`src/rtl/urx_pkg.sv`:
```
package urx_pkg;
  localparam int OSR = 16;
  localparam int DW  = 8;

  localparam logic [2:0] A_DATA = 3'd0;
  localparam logic [2:0] A_STA  = 3'd1;
  localparam logic [2:0] A_STB  = 3'd2;
  localparam logic [2:0] A_LVL  = 3'd3;
  localparam logic [2:0] A_CTL  = 3'd4;

  typedef enum logic [2:0] {
    S_IDLE, S_START, S_DATA, S_PAR, S_STOP, S_HOLD
  } rx_state_e;

  typedef struct packed {
    logic [DW-1:0] data;
    logic          perr;
    logic          ferr;
    logic          brk;
  } rx_frame_t;
endpackage

```
`src/rtl/urx_deser.sv`:
```
module urx_deser import urx_pkg::*; #(
  parameter int TICK_DIV = 4
) (
  input  logic      clk,
  input  logic      rst_n,
  input  logic      rxd,
  input  logic      en,
  input  logic      par_en,
  input  logic      par_odd,
  output logic      busy,
  output logic      tick_o,
  output logic      frm_valid,
  output rx_frame_t frm
);
  localparam int DIVW = (TICK_DIV > 1) ? $clog2(TICK_DIV) : 1;
  localparam int CNTW = $clog2(OSR);
  localparam logic [CNTW-1:0] MID_C  = CNTW'(OSR/2 - 1);
  localparam logic [CNTW-1:0] LAST_C = CNTW'(OSR - 1);
  localparam logic [DIVW-1:0] DIV_END = DIVW'(TICK_DIV - 1);

  logic            sync1, rx_s;
  logic [DIVW-1:0] div_q;
  logic            tick;
  rx_state_e       state;
  logic [CNTW-1:0] cnt;
  logic [2:0]      nbits;
  logic [DW-1:0]   shreg;
  logic            par_bit;

  // two-flop synchroniser, idle high
  always_ff @(posedge clk or negedge rst_n) begin
    if (!rst_n) begin
      sync1 <= 1'b1;
      rx_s  <= 1'b1;
    end else begin
      sync1 <= rxd;
      rx_s  <= sync1;
    end
  end

  // oversampling tick divider
  always_ff @(posedge clk or negedge rst_n) begin
    if (!rst_n) div_q <= '0;
    else if (div_q == DIV_END) div_q <= '0;
    else div_q <= div_q + 1'b1;
  end
  assign tick   = (div_q == DIV_END);
  assign tick_o = tick;

  always_ff @(posedge clk or negedge rst_n) begin
    if (!rst_n) begin
      state     <= S_IDLE;
      cnt       <= '0;
      nbits     <= '0;
      shreg     <= '0;
      par_bit   <= 1'b0;
      frm_valid <= 1'b0;
      frm       <= '0;
    end else begin
      frm_valid <= 1'b0;
      if (!en) begin
        state <= S_IDLE;
        cnt   <= '0;
      end else if (tick) begin
        case (state)
          S_IDLE: begin
            cnt <= '0;
            if (!rx_s) state <= S_START;
          end
          S_START: begin
            if (cnt == MID_C) begin
              cnt   <= '0;
              nbits <= '0;
              state <= rx_s ? S_IDLE : S_DATA;
            end else begin
              cnt <= cnt + 1'b1;
            end
          end
          S_DATA: begin
            if (cnt == LAST_C) begin
              cnt   <= '0;
              shreg <= {rx_s, shreg[DW-1:1]};
              nbits <= nbits + 1'b1;
              if (nbits == 3'd7) state <= par_en ? S_PAR : S_STOP;
            end else begin
              cnt <= cnt + 1'b1;
            end
          end
          S_PAR: begin
            if (cnt == LAST_C) begin
              cnt     <= '0;
              par_bit <= rx_s;
              state   <= S_STOP;
            end else begin
              cnt <= cnt + 1'b1;
            end
          end
          S_STOP: begin
            if (cnt == LAST_C) begin
              cnt       <= '0;
              frm_valid <= 1'b1;
              frm.data  <= shreg;
              frm.perr  <= par_en && ((^shreg ^ par_bit) != par_odd);
              frm.ferr  <= !rx_s;
              frm.brk   <= !rx_s && (shreg == '0) && (!par_en || !par_bit);
              state     <= rx_s ? S_IDLE : S_HOLD;
            end else begin
              cnt <= cnt + 1'b1;
            end
          end
          S_HOLD: if (rx_s) state <= S_IDLE;
          default: state <= S_IDLE;
        endcase
      end
    end
  end

  assign busy = (state != S_IDLE);


  rx_off_quiet_chk: assert property (@(posedge clk) disable iff (!rst_n)
    !en |=> !frm_valid);


  one_pulse_chk: assert property (@(posedge clk) disable iff (!rst_n)
    frm_valid |=> !frm_valid);
endmodule

```
`src/rtl/urx_fifo.sv`:
```
module urx_fifo #(
  parameter int DEPTH = 16,
  parameter int W     = 8,
  localparam int AW   = (DEPTH > 1) ? $clog2(DEPTH) : 1,
  localparam int CW   = $clog2(DEPTH + 1)
) (
  input  logic          clk,
  input  logic          rst_n,
  input  logic          push,
  input  logic [W-1:0]  din,
  input  logic          pop,
  output logic [W-1:0]  head,
  output logic [CW-1:0] count,
  output logic          full,
  output logic          empty,
  output logic          ovf
);
  localparam logic [AW-1:0] PTR_END = AW'(DEPTH - 1);
  localparam logic [CW-1:0] CNT_MAX = CW'(DEPTH);

  logic [W-1:0]  mem [DEPTH];
  logic [AW-1:0] wptr, rptr;
  logic          do_push, do_pop;

  assign full    = (count == CNT_MAX);
  assign empty   = (count == '0);
  assign do_push = push && !full;
  assign do_pop  = pop && !empty;
  assign ovf     = push && full;
  assign head    = mem[rptr];

  always_ff @(posedge clk) begin
    if (do_push) mem[wptr] <= din;
  end

  always_ff @(posedge clk or negedge rst_n) begin
    if (!rst_n) begin
      wptr  <= '0;
      rptr  <= '0;
      count <= '0;
    end else begin
      if (do_push) wptr <= (wptr == PTR_END) ? '0 : wptr + 1'b1;
      if (do_pop)  rptr <= (rptr == PTR_END) ? '0 : rptr + 1'b1;
      case ({do_push, do_pop})
        2'b10:   count <= count + 1'b1;
        2'b01:   count <= count - 1'b1;
        default: count <= count;
      endcase
    end
  end


  count_bound_chk: assert property (@(posedge clk) disable iff (!rst_n)
    count <= CNT_MAX);


  ovf_hold_chk: assert property (@(posedge clk) disable iff (!rst_n)
    (push && full && !pop) |=> (count == CNT_MAX));


  no_underflow_chk: assert property (@(posedge clk) disable iff (!rst_n)
    (pop && empty && !push) |=> (count == '0));
endmodule

```
`src/rtl/urx_flag.sv`:
```
module urx_flag (
  input  logic clk,
  input  logic rst_n,
  input  logic set_i,
  input  logic rd_i,
  input  logic wr_i,
  input  logic wbit_i,
  output logic flag_o
);
  logic arm_q;
  logic clr;

  assign clr = wr_i && !wbit_i && arm_q;

  always_ff @(posedge clk or negedge rst_n) begin
    if (!rst_n) begin
      flag_o <= 1'b0;
      arm_q  <= 1'b0;
    end else begin
      if (set_i)    flag_o <= 1'b1;
      else if (clr) flag_o <= 1'b0;
      if (clr)                  arm_q <= 1'b0;
      else if (rd_i && flag_o)  arm_q <= 1'b1;
    end
  end


  clear_needs_read_chk: assert property (@(posedge clk) disable iff (!rst_n)
    (wr_i && !wbit_i && !arm_q && flag_o) |=> flag_o);


  clear_after_read_chk: assert property (@(posedge clk) disable iff (!rst_n)
    (wr_i && !wbit_i && arm_q && !set_i) |=> !flag_o);
endmodule

```
`src/rtl/uart_rx_fifo_stat.sv`:
```
module uart_rx_fifo_stat import urx_pkg::*; #(
  parameter int TICK_DIV = 4,
  parameter int DEPTH    = 16,
  parameter int IDLE_ETU = 15,
  parameter int TRIG_L0  = 1,
  parameter int TRIG_L1  = 4,
  parameter int TRIG_L2  = 8,
  parameter int TRIG_L3  = 14
) (
  input  logic       clk,
  input  logic       rst_n,
  input  logic       rxd,
  input  logic       bus_rd,
  input  logic       bus_wr,
  input  logic [2:0] bus_addr,
  input  logic [7:0] bus_wdata,
  output logic [7:0] bus_rdata
);
  localparam int CW      = $clog2(DEPTH + 1);
  localparam int IDLE_T  = IDLE_ETU * OSR;
  localparam int IW      = $clog2(IDLE_T + 1);
  localparam int NFLAG   = 6;
  localparam int PERREG  = 3;
  localparam logic [IW-1:0] IDLE_END = IW'(IDLE_T);
  localparam logic [IW-1:0] IDLE_PRE = IW'(IDLE_T - 1);

  // control register
  logic       rx_en, par_en, par_odd;
  logic [1:0] trig_sel;

  // datapath
  logic          busy, tick, frm_valid;
  rx_frame_t     frm;
  logic          push, pop;
  logic [DW-1:0] head, last_q;
  logic [CW-1:0] count, trig_lvl;
  logic          full, empty, ovf;
  logic [IW-1:0] idle_q;
  logic          idle_hit;
  logic [NFLAG-1:0] flag_set, flag_q;
  logic [2:0]    wire_unused;

  assign wire_unused = bus_wdata[7:5];

  urx_deser #(.TICK_DIV(TICK_DIV)) u_deser (
    .clk(clk), .rst_n(rst_n), .rxd(rxd), .en(rx_en),
    .par_en(par_en), .par_odd(par_odd), .busy(busy), .tick_o(tick),
    .frm_valid(frm_valid), .frm(frm)
  );

  assign push = frm_valid && !frm.brk;
  assign pop  = bus_rd && (bus_addr == A_DATA);

  urx_fifo #(.DEPTH(DEPTH), .W(DW)) u_fifo (
    .clk(clk), .rst_n(rst_n), .push(push), .din(frm.data), .pop(pop),
    .head(head), .count(count), .full(full), .empty(empty), .ovf(ovf)
  );

  always_ff @(posedge clk or negedge rst_n) begin
    if (!rst_n) begin
      rx_en    <= 1'b0;
      trig_sel <= 2'b00;
      par_en   <= 1'b0;
      par_odd  <= 1'b0;
    end else if (bus_wr && bus_addr == A_CTL) begin
      rx_en    <= bus_wdata[0];
      trig_sel <= bus_wdata[2:1];
      par_en   <= bus_wdata[3];
      par_odd  <= bus_wdata[4];
    end
  end

  always_ff @(posedge clk or negedge rst_n) begin
    if (!rst_n)               last_q <= '0;
    else if (pop && !empty)   last_q <= head;
  end

  always_comb begin
    case (trig_sel)
      2'b00:   trig_lvl = CW'(TRIG_L0);
      2'b01:   trig_lvl = CW'(TRIG_L1);
      2'b10:   trig_lvl = CW'(TRIG_L2);
      default: trig_lvl = CW'(TRIG_L3);
    endcase
  end

  // idle timer in oversampling ticks
  always_ff @(posedge clk or negedge rst_n) begin
    if (!rst_n)                          idle_q <= '0;
    else if (busy || !rx_en)             idle_q <= '0;
    else if (tick && idle_q != IDLE_END) idle_q <= idle_q + 1'b1;
  end
  assign idle_hit = tick && rx_en && !busy && (idle_q == IDLE_PRE);

  assign flag_set[0] = (count >= trig_lvl);
  assign flag_set[1] = frm_valid && frm.perr;
  assign flag_set[2] = frm_valid && frm.ferr;
  assign flag_set[3] = idle_hit && !empty && (count < trig_lvl);
  assign flag_set[4] = ovf;
  assign flag_set[5] = frm_valid && frm.brk;

  for (genvar i = 0; i < NFLAG; i++) begin : g_flag
    localparam logic [2:0] REG_A = (i < PERREG) ? A_STA : A_STB;
    localparam int         BITP  = i % PERREG;
    urx_flag u_flag (
      .clk(clk), .rst_n(rst_n), .set_i(flag_set[i]),
      .rd_i(bus_rd && bus_addr == REG_A),
      .wr_i(bus_wr && bus_addr == REG_A),
      .wbit_i(bus_wdata[BITP]),
      .flag_o(flag_q[i])
    );
  end

  always_comb begin
    case (bus_addr)
      A_DATA:  bus_rdata = empty ? last_q : head;
      A_STA:   bus_rdata = {5'b0, flag_q[2:0]};
      A_STB:   bus_rdata = {5'b0, flag_q[5:3]};
      A_LVL:   bus_rdata = 8'(count);
      A_CTL:   bus_rdata = {3'b0, par_odd, par_en, trig_sel, rx_en};
      default: bus_rdata = 8'h00;
    endcase
  end


  rdf_trig_chk: assert property (@(posedge clk) disable iff (!rst_n)
    (count >= trig_lvl) |=> flag_q[0]);


  pop_count_chk: assert property (@(posedge clk) disable iff (!rst_n)
    (pop && !empty && !push) |=> (count == $past(count) - 1'b1));


  brk_nostore_chk: assert property (@(posedge clk) disable iff (!rst_n)
    (frm_valid && frm.brk && !pop) |=> $stable(count));
endmodule

```
`config.mk`:
```
export PLATFORM = sky130hd
export DESIGN_NAME = uart_rx_fifo_stat
export DESIGN_NICKNAME = d
export VERILOG_FILES = /design/src/rtl/urx_pkg.sv /design/src/rtl/urx_deser.sv /design/src/rtl/urx_fifo.sv /design/src/rtl/urx_flag.sv /design/src/rtl/uart_rx_fifo_stat.sv
export SDC_FILE = /design/constraint.sdc
export NUM_CORES = 1
export LEC_CHECK = 0
export ABC_AREA = 1
export BUFFER_PORTS_ARGS = -buffer_cell sky130_fd_sc_hd__clkbuf_2
export CAP_MARGIN = 15
export CORE_ASPECT_RATIO = 1.75
export CORE_MARGIN = 4
export CORE_UTILIZATION = 63
export CTS_CLUSTER_SIZE = 8
export DETAILED_ROUTE_END_ITERATION = 10
export PLACE_DENSITY = 0.88
export SLEW_MARGIN = 20
export SYNTH_ARGS = -nofsm -noshare
export SYNTH_HDL_FRONTEND = slang
export SYNTH_SLANG_ARGS = --single-unit
```
`constraint.sdc`:
```
create_clock -name clk -period 2.92 [get_ports clk]
set_input_delay 0.146 -clock clk [delete_from_list [all_inputs] [get_ports clk]]
set_output_delay 0.146 -clock clk [all_outputs]
set_load 0.01 [all_outputs]
```
## Word level (Yosys, flattened, before mapping)

Memory sizes are Yosys's and may differ from the RTL's.
Cells that the tools add are included.
W data, S select, Z words.

| word-level totals | value |
|---|---|
| flip-flop bits (word level) | 81 |
| bits in latches | 0 |
| RAM bits | 128 |
| ROM bits | 0 |
| output and inout bits | 8 |
| word-level logic and storage cells | 222 |
| memories kept | 1 |

Memories:

| name | depth | width | read ports | clocked after memory_dff | wr ports | line | text |
|---|---|---|---|---|---|---|---|
| u_fifo.mem | 16 | 8 | 1 | 0 | 1 | urx_fifo.sv:21 | `logic [W-1:0] mem [DEPTH];` |

| operators by class | value |
|---|---|
| add/subtract/negate cells | 8 |
| multipliers | 0 |
| div/mod/pow operators | 0 |
| magnitude comparators | 2 |
| equality and inequality tests | 34 |
| shift operators | 0 |
| multiplexer cells | 60 |
| bitwise logic cells | 1 |
| reductions and logical operators | 82 |

Operator list:

| cell | number |
|---|---|
| $logic_and A1 B1 Y1 | 40 |
| $pmux W8 S5 | 1 |
| $mux W3 | 13 |
| $mux W1 | 30 |
| $reduce_bool A2 Y1 | 15 |
| $mux W4 | 6 |
| $mux W8 | 3 |
| $pmux W4 S3 | 2 |
| $ne A3 B2 Y1 const B | 6 |
| $pmux W3 S6 | 1 |
| $add A4 B1 Y4 const B | 3 |
| $eq A3 B2 Y1 const B | 4 |
| $eq A3 B3 Y1 const B | 4 |
| $eq A4 B4 Y1 const B | 3 |
| $reduce_and A4 Y1 | 3 |
| $logic_not A1 Y1 | 11 |
| $pmux W5 S2 | 1 |
| $add A8 B1 Y8 const B | 1 |
| $eq A8 B8 Y1 const B | 1 |
| $logic_not A8 Y1 | 1 |
| $ne A8 B8 Y1 const B | 1 |
| $reduce_and A8 Y1 | 1 |
| $reduce_xor A8 Y1 | 1 |
| $eq A2 B2 Y1 const B | 3 |
| other kinds (25) | 32 |

## Logic depth before layout (Yosys ltp)

Gate-level depths: netlist of the first run.

| logic depth | value |
|---|---|
| word-level depth | 7 |
| mapped depth | 18 |
| gate-level depth less buffers | 16 |

## By module

From an unflattened synthesis of the first run, not the netlist that was laid out.

| second synthesis, totals | value |
|---|---|
| cell total of the unflattened synthesis | 1155 |
| area, all modules | 10293.6 um2 |

Modules (own cells, without submodules):

| module | instances | cells an instance | area an instance (um2) | sequential area each (um2) |
|---|---|---|---|---|
| urx_fifo | 1 | 632 | 6366.1 | 4169.0 |
| urx_deser | 1 | 222 | 1879.3 | 878.3 |
| uart_rx_fifo_stat | 1 | 229 | 1515.2 | 525.5 |
| urx_flag | 6 | 12 | 88.8 | 50.0 |

## Worst setup path before layout of the first run

No wires, ideal clock.

| timing | value |
|---|---|
| path type | register to register |
| from | register u_fifo.count[0] |
| to | register u_fifo.count[4] |
| setup time | 0.065 ns |
| data arrival time | 2.231 ns |
| data required time | 2.855 ns |
| slack | 0.624 ns |
| stages on the path, launching flop included | 18 |
| path buffers | 2 |
| period minus slack after synthesis | 2.296 ns |
| path through | dfrtp_1 nor2_1 nand4_1 nand2_1 inv_2 buf_4 ha_1 buf_2 nand2_1 inv_1 nor2_1 ha_1 a21o_1 nand3_1 a21o_1 nand2_1 nand2_1 nand2_1 |

| between the ends | value |
|---|---|
| longest elaborated chain between the ends | 5 |

RTL lines:

| element | line | text |
|---|---|---|
| start, declared | urx_fifo.sv:13 | `output logic [CW-1:0] count,` |
| start signal, assigned | urx_fifo.sv:45 | `2'b10: count <= count + 1'b1;` |
| start signal, assigned | urx_fifo.sv:46 | `2'b01: count <= count - 1'b1;` |
| start signal, assigned | urx_fifo.sv:47 | `default: count <= count;` |
| $logic_not A5 Y1 * | urx_fifo.sv:26 | `assign empty = (count == '0);` |
| $logic_not A1 Y1 * | urx_fifo.sv:28 | `assign do_pop = pop && !empty;` |
| $logic_and A1 B1 Y1 * | urx_fifo.sv:28 |  |
| via u_fifo.do_pop | urx_fifo.sv:23 | `logic do_push, do_pop;` |
| $eq A2 B1 Y1 or $eq A2 B2 Y1 (tied branches) | urx_fifo.sv:44 | `case ({do_push, do_pop})` |
| $pmux W5 S2 or $reduce_bool A2 Y1 (tied branches) | - |  |

The timed path passes the listed nets; every way through them passes the cells marked *.
A chain may end at the register's enable or synchronous reset.

## Worst setup path in the final report of the first run

| timing | value |
|---|---|
| from | register u_fifo.rptr[0] |
| to | output port bus_rdata[3] |

| between the ends | value |
|---|---|
| longest elaborated chain between the ends | 3 |

RTL lines:

| element | line | text |
|---|---|---|
| start, declared | urx_fifo.sv:22 | `logic [AW-1:0] wptr, rptr;` |
| start signal, assigned | urx_fifo.sv:43 | `if (do_pop) rptr <= (rptr == PTR_END) ? '0 : rptr + 1'b1;` |
| $mem_v2 Z16 W8 | - |  |
| $mux W8 | uart_rx_fifo_stat.sv:116 | `A_DATA: bus_rdata = empty ? last_q : head;` |
| $pmux W8 S5 | uart_rx_fifo_stat.sv:115 | `case (bus_addr)` |
| end, declared | uart_rx_fifo_stat.sv:17 | `output logic [7:0] bus_rdata` |

No other way between the ends.

==> results of run 1 <==
-- cell families after synthesis --
logic type / share of synthesized area [%]
AOI/OAI and AO/OA: 5.62
xor gates and xnor gates: 1.42
adders and majority gates: 2.78
buffers and inverters: 7.96
DFF: 59.3
and+or+nand+nor: 22.9
-- per-stage QoR --
step | setup slack [ns] | std cells | power (W) | util (%) | hold slack [ns]
2_1_floorplan | 0.624 | 1078 | 0.00530 | - | -0.150
5_1_grt | 0.0758 | 1332 | 0.00967 | 72.4 | 0.0763
3_5_place_dp | 0.564 | 1268 | 0.00598 | 66.1 | 0.235
6_report | 0.189 | 1332 | 0.00921 | 72.4 | 0.0157
3_3_place_gp | 0.696 | 1268 | 0.00592 | 66.1 | 0.234
4_1_cts | 0.241 | 1331 | 0.00918 | 72.2 | 0.00830
-- flip-flops by register name, summed over array words and instances (netlist names), 2 cells and up --
register and flops:
g_flag.u_flag.flag_o 6, g_flag.u_flag.arm_q 6, u_deser.cnt 4, last_q 8, idle_q 8, u_fifo.mem 128, u_fifo.count 5, trig_sel 2
u_fifo.wptr 4, u_deser.shreg 8, u_deser.state 3, u_deser.div_q 2, u_deser.frm 11, u_deser.nbits 3, u_fifo.rptr 4
-- path summary, 6_finish.rpt --
check / start / endpoint / cells past startpoint
min reg2reg: u_deser.sync1 / u_deser.rx_s / 0
min: bus_wr / g_flag[0].u_flag.arm_q / 4
max: u_fifo.rptr[0] / bus_rdata[3] / 10
max in group asynchronous: rst_n / u_deser.rx_s / 3
min in group asynchronous: rst_n / u_fifo.count[2] / 2
max reg2reg: u_fifo.count[0] / u_fifo.count[4] / 15
-- cell usage after synthesis (all sizes together) (2+ instances only) --
| master | instances | share of area (%) |
|---|---|---|
| nand2 | 335 | 13 |
| inv | 162 | 6.1 |
| edfxtp | 128 | 39 |
| nand3 | 103 | 5.3 |
| dfrtp | 79 | 20 |
| nor2 | 73 | 3.0 |
| o21ai | 61 | 3.2 |
| buf | 27 | 1.6 |
| ha | 22 | 2.8 |
| a21oi | 18 | 0.91 |
| xor2 | 14 | 1.2 |
| nor3 | 12 | 0.82 |
| o22ai | 11 | 0.70 |
| nand4 | 9 | 0.57 |
| o31ai | 5 | 0.38 |
| clkbuf | 3 | 0.11 |
| nand3b | 3 | 0.23 |
| a21o | 2 | 0.15 |
| clkinv | 2 | 0.076 |
| dfstp | 2 | 0.53 |
| o211ai | 2 | 0.15 |
| xnor2 | 2 | 0.18 |
-- per-layer routing --
metal,vias to the layer above,share of wire (%)
met2,350,54
met5,-,0
met4,0,7.3
met1,3722,33
met3,101,5.4
li1,3585,-
-- final cells by class --
cell class              instances  area (um2)  area share (%)
repair buffers                 42         305            2.74
clock buffers                  55         866            7.77
flip-flops and latches        209        5870            52.7
multi-input cells             675        3240            29.1
well taps                     186         233            2.09
inverters                     164         616            5.52
clock inverters                 1        8.76          0.0786
-- tightest hold or removal path: stages --
cell and delay (ns):
sky130_fd_sc_hd__clkbuf_2 0.11, sky130_fd_sc_hd__nand4_1 0.12, sky130_fd_sc_hd__nand2_1 0.06, sky130_fd_sc_hd__o31ai_1 0.06
-- power breakdown --
part | internal, W | switching, W
Sequential | 0.00330 | 0.000186
Combinational | 0.000768 | 0.00180
Clock | 0.00197 | 0.00118
Total | 0.00604 | 0.00317
==> results_tabular.tex, run 1 <==
\begin{tabular}{lr}
\hline
Metric & Value \\
\hline
\multicolumn{2}{l}{\textbf{Status}} \\
\quad Outcome & finished clean \\
\multicolumn{2}{l}{\textbf{Detailed routing}} \\
\quad Remaining design rule violation count & 0 \\
\quad Detail Route Antenna Nets & 0 \\
\quad Detailed-router iteration count before antenna repair & 5 \\
\quad DRT Wirelength & 24300 um \\
\quad First-iteration detailed-routing DRC count & about 540 \\
\quad Average routed wire per standard cell & approximately 18 um \\
\quad Via Count & about 7800 \\
\quad Via density & $\sim$5.8 \\
\multicolumn{2}{l}{\textbf{Global routing}} \\
\quad Global routing usage summed across all routing layers & approximately 28\% \\
\quad Remaining Overflow, GRT & 0 \\
\quad First-pass GRT wire length & roughly 39000 um \\
\quad Most Crowded Layer GR & met2 \\
\quad Antenna violations before repair & 0 \\
\quad Vias in the first global route & between 7000 and 8000 \\
\quad M3 GR Usage & under 10\% \\
\quad Largest net degree at the start of global routing & between 80 and 90 \\
\quad Met1 usage in global routing & between 30\% and 40\% \\
\quad Met2 Resource Use GR & around 50\% \\
\multicolumn{2}{l}{\textbf{Synth}} \\
\quad Synth warnings & 0 \\
\quad Post-synthesis area per instance & $\sim$9 um2 \\
\quad Share of flip-flops with an asynchronous set or reset after synthesis & between 30 and 40\% \\
\quad Sequential-to-total area share from yosys stat & between 50\% and 60\% \\
\quad Top\_reg\_cell synth & sky130\_fd\_sc\_hd\_\_edfxtp\_1 \\
\quad Post-synth EDFFs & between 100 and 150 \\
\quad Combined area of all synthesized cells & roughly 9900 um2 \\
\quad Netlist cell types & 37 \\
\quad Synthesized Nets & 1116 \\
\quad Synth Register Bits & $\sim$210 \\
\quad Post-Syn Instances & 1078 \\
\multicolumn{2}{l}{\textbf{Cells and area}} \\
\quad Commonest cells after routing, fill and taps aside & sky130\_fd\_sc\_hd\_\_nand2\_1 (329), sky130\_fd\_sc\_hd\_\_inv\_1 (154), sky130\_fd\_sc\_hd\_\_edfxtp\_1 (128) \\
\quad Synth-to-Final Area Change & 12.5\% \\
\quad Final design area excluding fillers & around 11000 um2 \\
\quad Share of final-layout standard cells stronger than drive strength 1 & between 8 and 9\% \\
\quad Number of fill cells & between 900 and 1000 \\
\quad Most common cell after layout, fill and taps aside & sky130\_fd\_sc\_hd\_\_nand2\_1 \\
\quad Layout Nets & about 1200 \\
\quad Antenna diode count & 0 \\
\multicolumn{2}{l}{\textbf{Hold path}} \\
\quad Worst Hold Class & input pin to flip-flop \\
\multicolumn{2}{l}{\textbf{Placement}} \\
\quad Instance area after placement & roughly 10000 um2 \\
\quad Placed wire-length estimate after detailed placement & approximately 16000 um \\
\quad IO buf count & 20 \\
\quad Routability congestion estimate & roughly 0.97 \\
\multicolumn{2}{l}{\textbf{Setup path}} \\
\quad Worst path most repeated cell & sky130\_fd\_sc\_hd\_\_nand2\_1 \\
\quad Worst Path Required & approximately 2.8 ns \\
\quad CP max FO & 66 \\
\quad Category of the worst setup path launch point & flip-flop \\
\quad Critical path's largest stage delay & 0.56 ns \\
\quad CP top delay family & simple AND/OR/NAND/NOR gates \\
\quad Worst-case register-to-register setup slack & between 0.5 and 0.6 ns \\
\quad Critical Setup Path Class & flip-flop to output port \\
\quad Arrival time of the worst setup path & $\sim$2.6 ns \\
\quad Critical Path End Type & output port \\
\quad List of cells traversed by the critical path & buf\_4 > nand2\_1 > nand2\_1 > nand2\_1 > nand3\_1 > nand3\_1 > nand3\_1 > nand2\_1 > nand2\_1 > clkbuf\_2 \\
\quad Number of buffer and inverter stages on the critical path & 2 \\
\quad Library cell contributing the largest single delay on the critical path & sky130\_fd\_sc\_hd\_\_buf\_4 \\
\multicolumn{2}{l}{\textbf{Clock tree}} \\
\quad Number of buffers inserted by hold repair at cts & 7 \\
\quad Maximum level of the CTS H-tree & 1 \\
\quad Clock root buffer & sky130\_fd\_sc\_hd\_\_clkbuf\_16 \\
\quad Clock slew at reported path FFs & 0.05 ns \\
\quad Number of buffers created by CTS & 30 \\
\quad TritonCTS clock tree & yes \\
\quad Count of buffers added by post-CTS timing repair for setup & 0 \\
\quad Maximum clock path buffer count & 3 \\
\quad Clock insertion delay at the later pin of the skew report & around 0.52 ns \\
\quad Post-cts sizing count & 0 \\
\quad Clock sink total & 209 \\
\multicolumn{2}{l}{\textbf{Job}} \\
\quad Maxcap violations & 0 \\
\multicolumn{2}{l}{\textbf{Die}} \\
\quad Vert. Die Dim & 174 um \\
\quad Number of placement rows & 60 \\
\quad I/O Pins & 24 \\
\quad Die Width & $\sim$100 um \\
\quad Die area & between 15000 and 20000 um2 \\
\quad Initial core utilization & 64.3\% \\
\quad Floorplan Core Area & roughly 15000 um2 \\
\multicolumn{2}{l}{\textbf{Timing}} \\
\quad Post-route setup TNS & 0 ns \\
\quad Final setup violation count & 0 \\
\quad Final Critical Period & approximately 2.7 ns \\
\quad Fmax & approximately 370 MHz \\
\quad Post-route clock period utilization & 93.5\% \\
\quad Actual transition at the worst max-transition pin & $\sim$0.83 ns \\
\quad Worst relative slew slack & roughly 44\% \\
\quad RSZ-0062 raised after global routing & no \\
\quad Final hold vios & 0 \\
\quad Clock Skew & around 0.018 ns \\
\quad Number of max-slew violations in the final report & 0 \\
\multicolumn{2}{l}{\textbf{Power and ir drop}} \\
\quad Standby leakage power & 5.10 nW \\
\quad Max rail drop VDD & roughly 0.81 mV \\
\quad Power per unit of standard cell area & between 800 and 900 nW/um2 \\
\hline
\end{tabular}
No activity file was read; power rests on OpenSTA's default activity.
==> inputs of run 2 (changes only) <==
Settings changed: CORE_ASPECT_RATIO 1.75 to unset, CORE_UTILIZATION 63 to 57, PLACE_DENSITY 0.88 to 0.85.
Clock period 2.92 ns to 2.3 ns, I/O delays scaled along.
==> run 2 against run 1 <==
Compared with the run above: the flow now finishes with violations (negative setup slack); sequential share of layout area down 3.3 points; utilization down 1.6 points; via count up 6.4%; count of clock-buffer cells in the layout down 2; cell area up 6.8%; setup slack worse by 0.30 ns; die area up 9.4%; global-route usage down 5.2 points; combinational power up 76%; sequential power up 27%; routed wire length up 8.6%; critical endpoint is now bus_rdata[4].
==> results_tabular.tex, run 2 (synthesis results as in run 1) <==
\begin{tabular}{lr}
\hline
Metric & Value \\
\hline
\multicolumn{2}{l}{\textbf{Status}} \\
\quad Violated checks & negative setup slack \\
\quad Outcome & finished with violations \\
\multicolumn{2}{l}{\textbf{Cells and area}} \\
\quad Layout Nets & approximately 1200 \\
\quad Synth-to-Final Area Change & 20.2\% \\
\quad Largest register FFs & between 100 and 150 \\
\quad Commonest cells after routing, fill and taps aside & sky130\_fd\_sc\_hd\_\_nand2\_1 (312), sky130\_fd\_sc\_hd\_\_inv\_1 (146), sky130\_fd\_sc\_hd\_\_edfxtp\_1 (128) \\
\quad Antenna diode count & 0 \\
\quad Post-layout instance count excluding filler cells & 1406 \\
\quad Final core utilization & 70.8\% \\
\quad Share of final-layout standard cells stronger than drive strength 1 & 16.5\% \\
\quad Most common cell after layout, fill and taps aside & sky130\_fd\_sc\_hd\_\_nand2\_1 \\
\quad Register bank with the most flops & u\_fifo.mem \\
\quad Largest registers & u\_fifo.mem x128, u\_deser.frm x11 \\
\multicolumn{2}{l}{\textbf{Global routing}} \\
\quad First-pass GRT wire length & roughly 37000 um \\
\quad Antenna violations before repair & 0 \\
\quad Vias in the first global route & about 7500 \\
\quad Remaining Overflow, GRT & 0 \\
\quad Global routing usage summed across all routing layers & 23.2\% \\
\quad Largest net degree at the start of global routing & 73 \\
\multicolumn{2}{l}{\textbf{Setup path}} \\
\quad CP top delay family & simple AND/OR/NAND/NOR gates \\
\quad Critical path's largest stage delay & 0.47 ns \\
\quad Library cell contributing the largest single delay on the critical path & sky130\_fd\_sc\_hd\_\_dfrtp\_2 \\
\quad Critical Setup Path Class & flip-flop to output port \\
\quad Cell depth of the worst flop-to-flop path & 15 \\
\quad Critical Path End Type & output port \\
\quad Worst path most repeated cell & sky130\_fd\_sc\_hd\_\_nand2\_1 \\
\quad Category of the worst setup path launch point & flip-flop \\
\quad Number of buffer and inverter stages on the critical path & 5 \\
\quad CP max FO & 5 \\
\quad Arrival time of the worst setup path & $\sim$2.3 ns \\
\quad Worst Path Required & 2.18 ns \\
\quad List of cells traversed by the critical path & inv\_8 > buf\_12 > clkbuf\_16 > nand2\_1 > nand3\_1 > nand2\_2 > nand2\_1 > nand2\_2 > inv\_2 > nand3\_1 > nand2\_1 > nand2\_1 > buf\_2 \\
\quad Number of cells on the critical path & 13 \\
\multicolumn{2}{l}{\textbf{Detailed routing}} \\
\quad Detail Route Antenna Nets & 0 \\
\quad Via Count & roughly 8300 \\
\quad Met1 layer wirelength in the final routing & 9530 um \\
\quad Remaining design rule violation count & 0 \\
\quad First-iteration detailed-routing DRC count & 1026 \\
\quad Detailed-router iteration count before antenna repair & 5 \\
\quad Met3 Wirelength & between 2000 and 3000 um \\
\quad DRT Wirelength & between 20000 and 30000 um \\
\quad Average routed wire per standard cell & between 15 and 20 um \\
\quad Sum of met2 wire segment lengths after detailed routing & roughly 13000 um \\
\quad Uppermost layer routed & met4 \\
\quad Via density & between 5 and 6 \\
\multicolumn{2}{l}{\textbf{Timing}} \\
\quad RSZ-0062 raised after global routing & yes \\
\quad Number of max-slew violations in the final report & 0 \\
\quad Final hold vios & 0 \\
\quad Fmax & between 400 and 500 MHz \\
\quad Post-route clock period utilization & 105\% \\
\quad Final setup violation count & 8 \\
\quad Worst relative slew slack & between 30\% and 40\% \\
\quad Clock Skew & about 0.015 ns \\
\quad Final Worst Setup Slack & -0.108 ns \\
\quad Final Critical Period & approximately 2.4 ns \\
\quad Actual transition at the worst max-transition pin & approximately 0.94 ns \\
\multicolumn{2}{l}{\textbf{Clock tree}} \\
\quad Clock root buffer & sky130\_fd\_sc\_hd\_\_clkbuf\_16 \\
\quad Clock slew at reported path FFs & $\sim$0.06 ns \\
\quad Number of buffers created by CTS & 30 \\
\quad TritonCTS clock tree & yes \\
\quad Clock sink total & about 210 \\
\quad Clock insertion delay at the later pin of the skew report & roughly 0.54 ns \\
\quad Maximum clock path buffer count & 3 \\
\quad Maximum level of the CTS H-tree & 1 \\
\multicolumn{2}{l}{\textbf{Die}} \\
\quad Vert. Die Dim & about 140 um \\
\quad I/O Pins & 24 \\
\quad Floorplan Core Area & between 15000 and 20000 um2 \\
\quad Die Width & 140 um \\
\quad Die area & 19500 um2 \\
\quad Number of placement rows & 47 \\
\quad Initial core utilization & 58.9\% \\
\multicolumn{2}{l}{\textbf{Placement}} \\
\quad IO buf count & 20 \\
\quad Setup slack after placement & 0.163 ns \\
\quad Placed wire-length estimate after detailed placement & roughly 14000 um \\
\quad Routability congestion estimate & about 0.86 \\
\quad Post-placement cell count & approximately 1300 \\
\multicolumn{2}{l}{\textbf{Power and ir drop}} \\
\quad Standby leakage power & 5.45 nW \\
\quad Power per unit of standard cell area & 1100 nW/um2 \\
\quad Max rail drop VDD & $\sim$0.74 mV \\
\multicolumn{2}{l}{\textbf{Hold path}} \\
\quad Worst hold stages & 4 \\
\quad Worst Hold Class & input pin to flip-flop \\
\multicolumn{2}{l}{\textbf{Job}} \\
\quad Maxcap violations & 0 \\
\hline
\end{tabular}
run 2: final timing paths:
check / from / endpoint / slack, ns
setup / recovery: u_fifo.rptr[0] / bus_rdata[4] / -0.11
hold / removal: bus_addr[2] / g_flag[0].u_flag.arm_q / 0.05
setup reg to reg: u_fifo.count[1] / u_fifo.count[4] / 0.15
hold reg to reg: u_deser.sync1 / u_deser.rx_s / 0.36
max in group asynchronous: rst_n / u_deser.frm[3] / 1.33
min in group asynchronous: rst_n / u_fifo.count[3] / 0.24
run 2: worst min-delay path: cells and delay by family:
family / cells / cell delay (ns)
AO/OA/AOI/OAI: 1 / 0.09
buffers and inverters: 2 / 0.25
AND/OR/NAND/NOR: 1 / 0.08
run 2: timing repair:
item,in CTS,in global routing
endpoints found under the setup margin,8,10
buffers inserted,2,8
endpoints found under the hold margin,84,0
gates resized for setup,8,85
gates cloned,1,8
hold buffers,9,0
pin swaps,0,21
run 2: cell type report:
type | count | area [um2]
clock buffers | 53 | 858
clock inverters | 2 | 35.0
fillers | 1047 | 4910
inverters | 164 | 626
multi-input cells | 675 | 3420
flip-flops and latches | 209 | 5880
well taps | 220 | 275
repair buffers | 83 | 816
run 2: metal layers:
layer / GRT usage, % / vias up
met2: 38.8 / 587
met3: 4.19 / 113
met1: 30.5 / 3885
li1: - / 3671
met4: 8.31 / 0
met5: 0 / -
run 2: metrics by stage:
stage	hold slack [ns]	cell area, um2	total power [W]	setup TNS [ns]
final	0.0496	11900	0.0131	-0.279
after global routing	0.0630	11900	0.0136	-0.637
after CTS	0.0136	11400	0.0119	0
after global placement	0.204	10400	0.00750	0
after floorplan	-0.181	9900	0.00672	0
after detailed placement	0.205	10400	0.00762	0
run 2: report_power, final:
group	switching (W)	leakage [nW]	internal, W
clock network	0.00157	0.426	0.00259
logic	0.00284	3.10	0.00169
registers	0.000225	1.92	0.00420
total	0.00463	5.45	0.00848
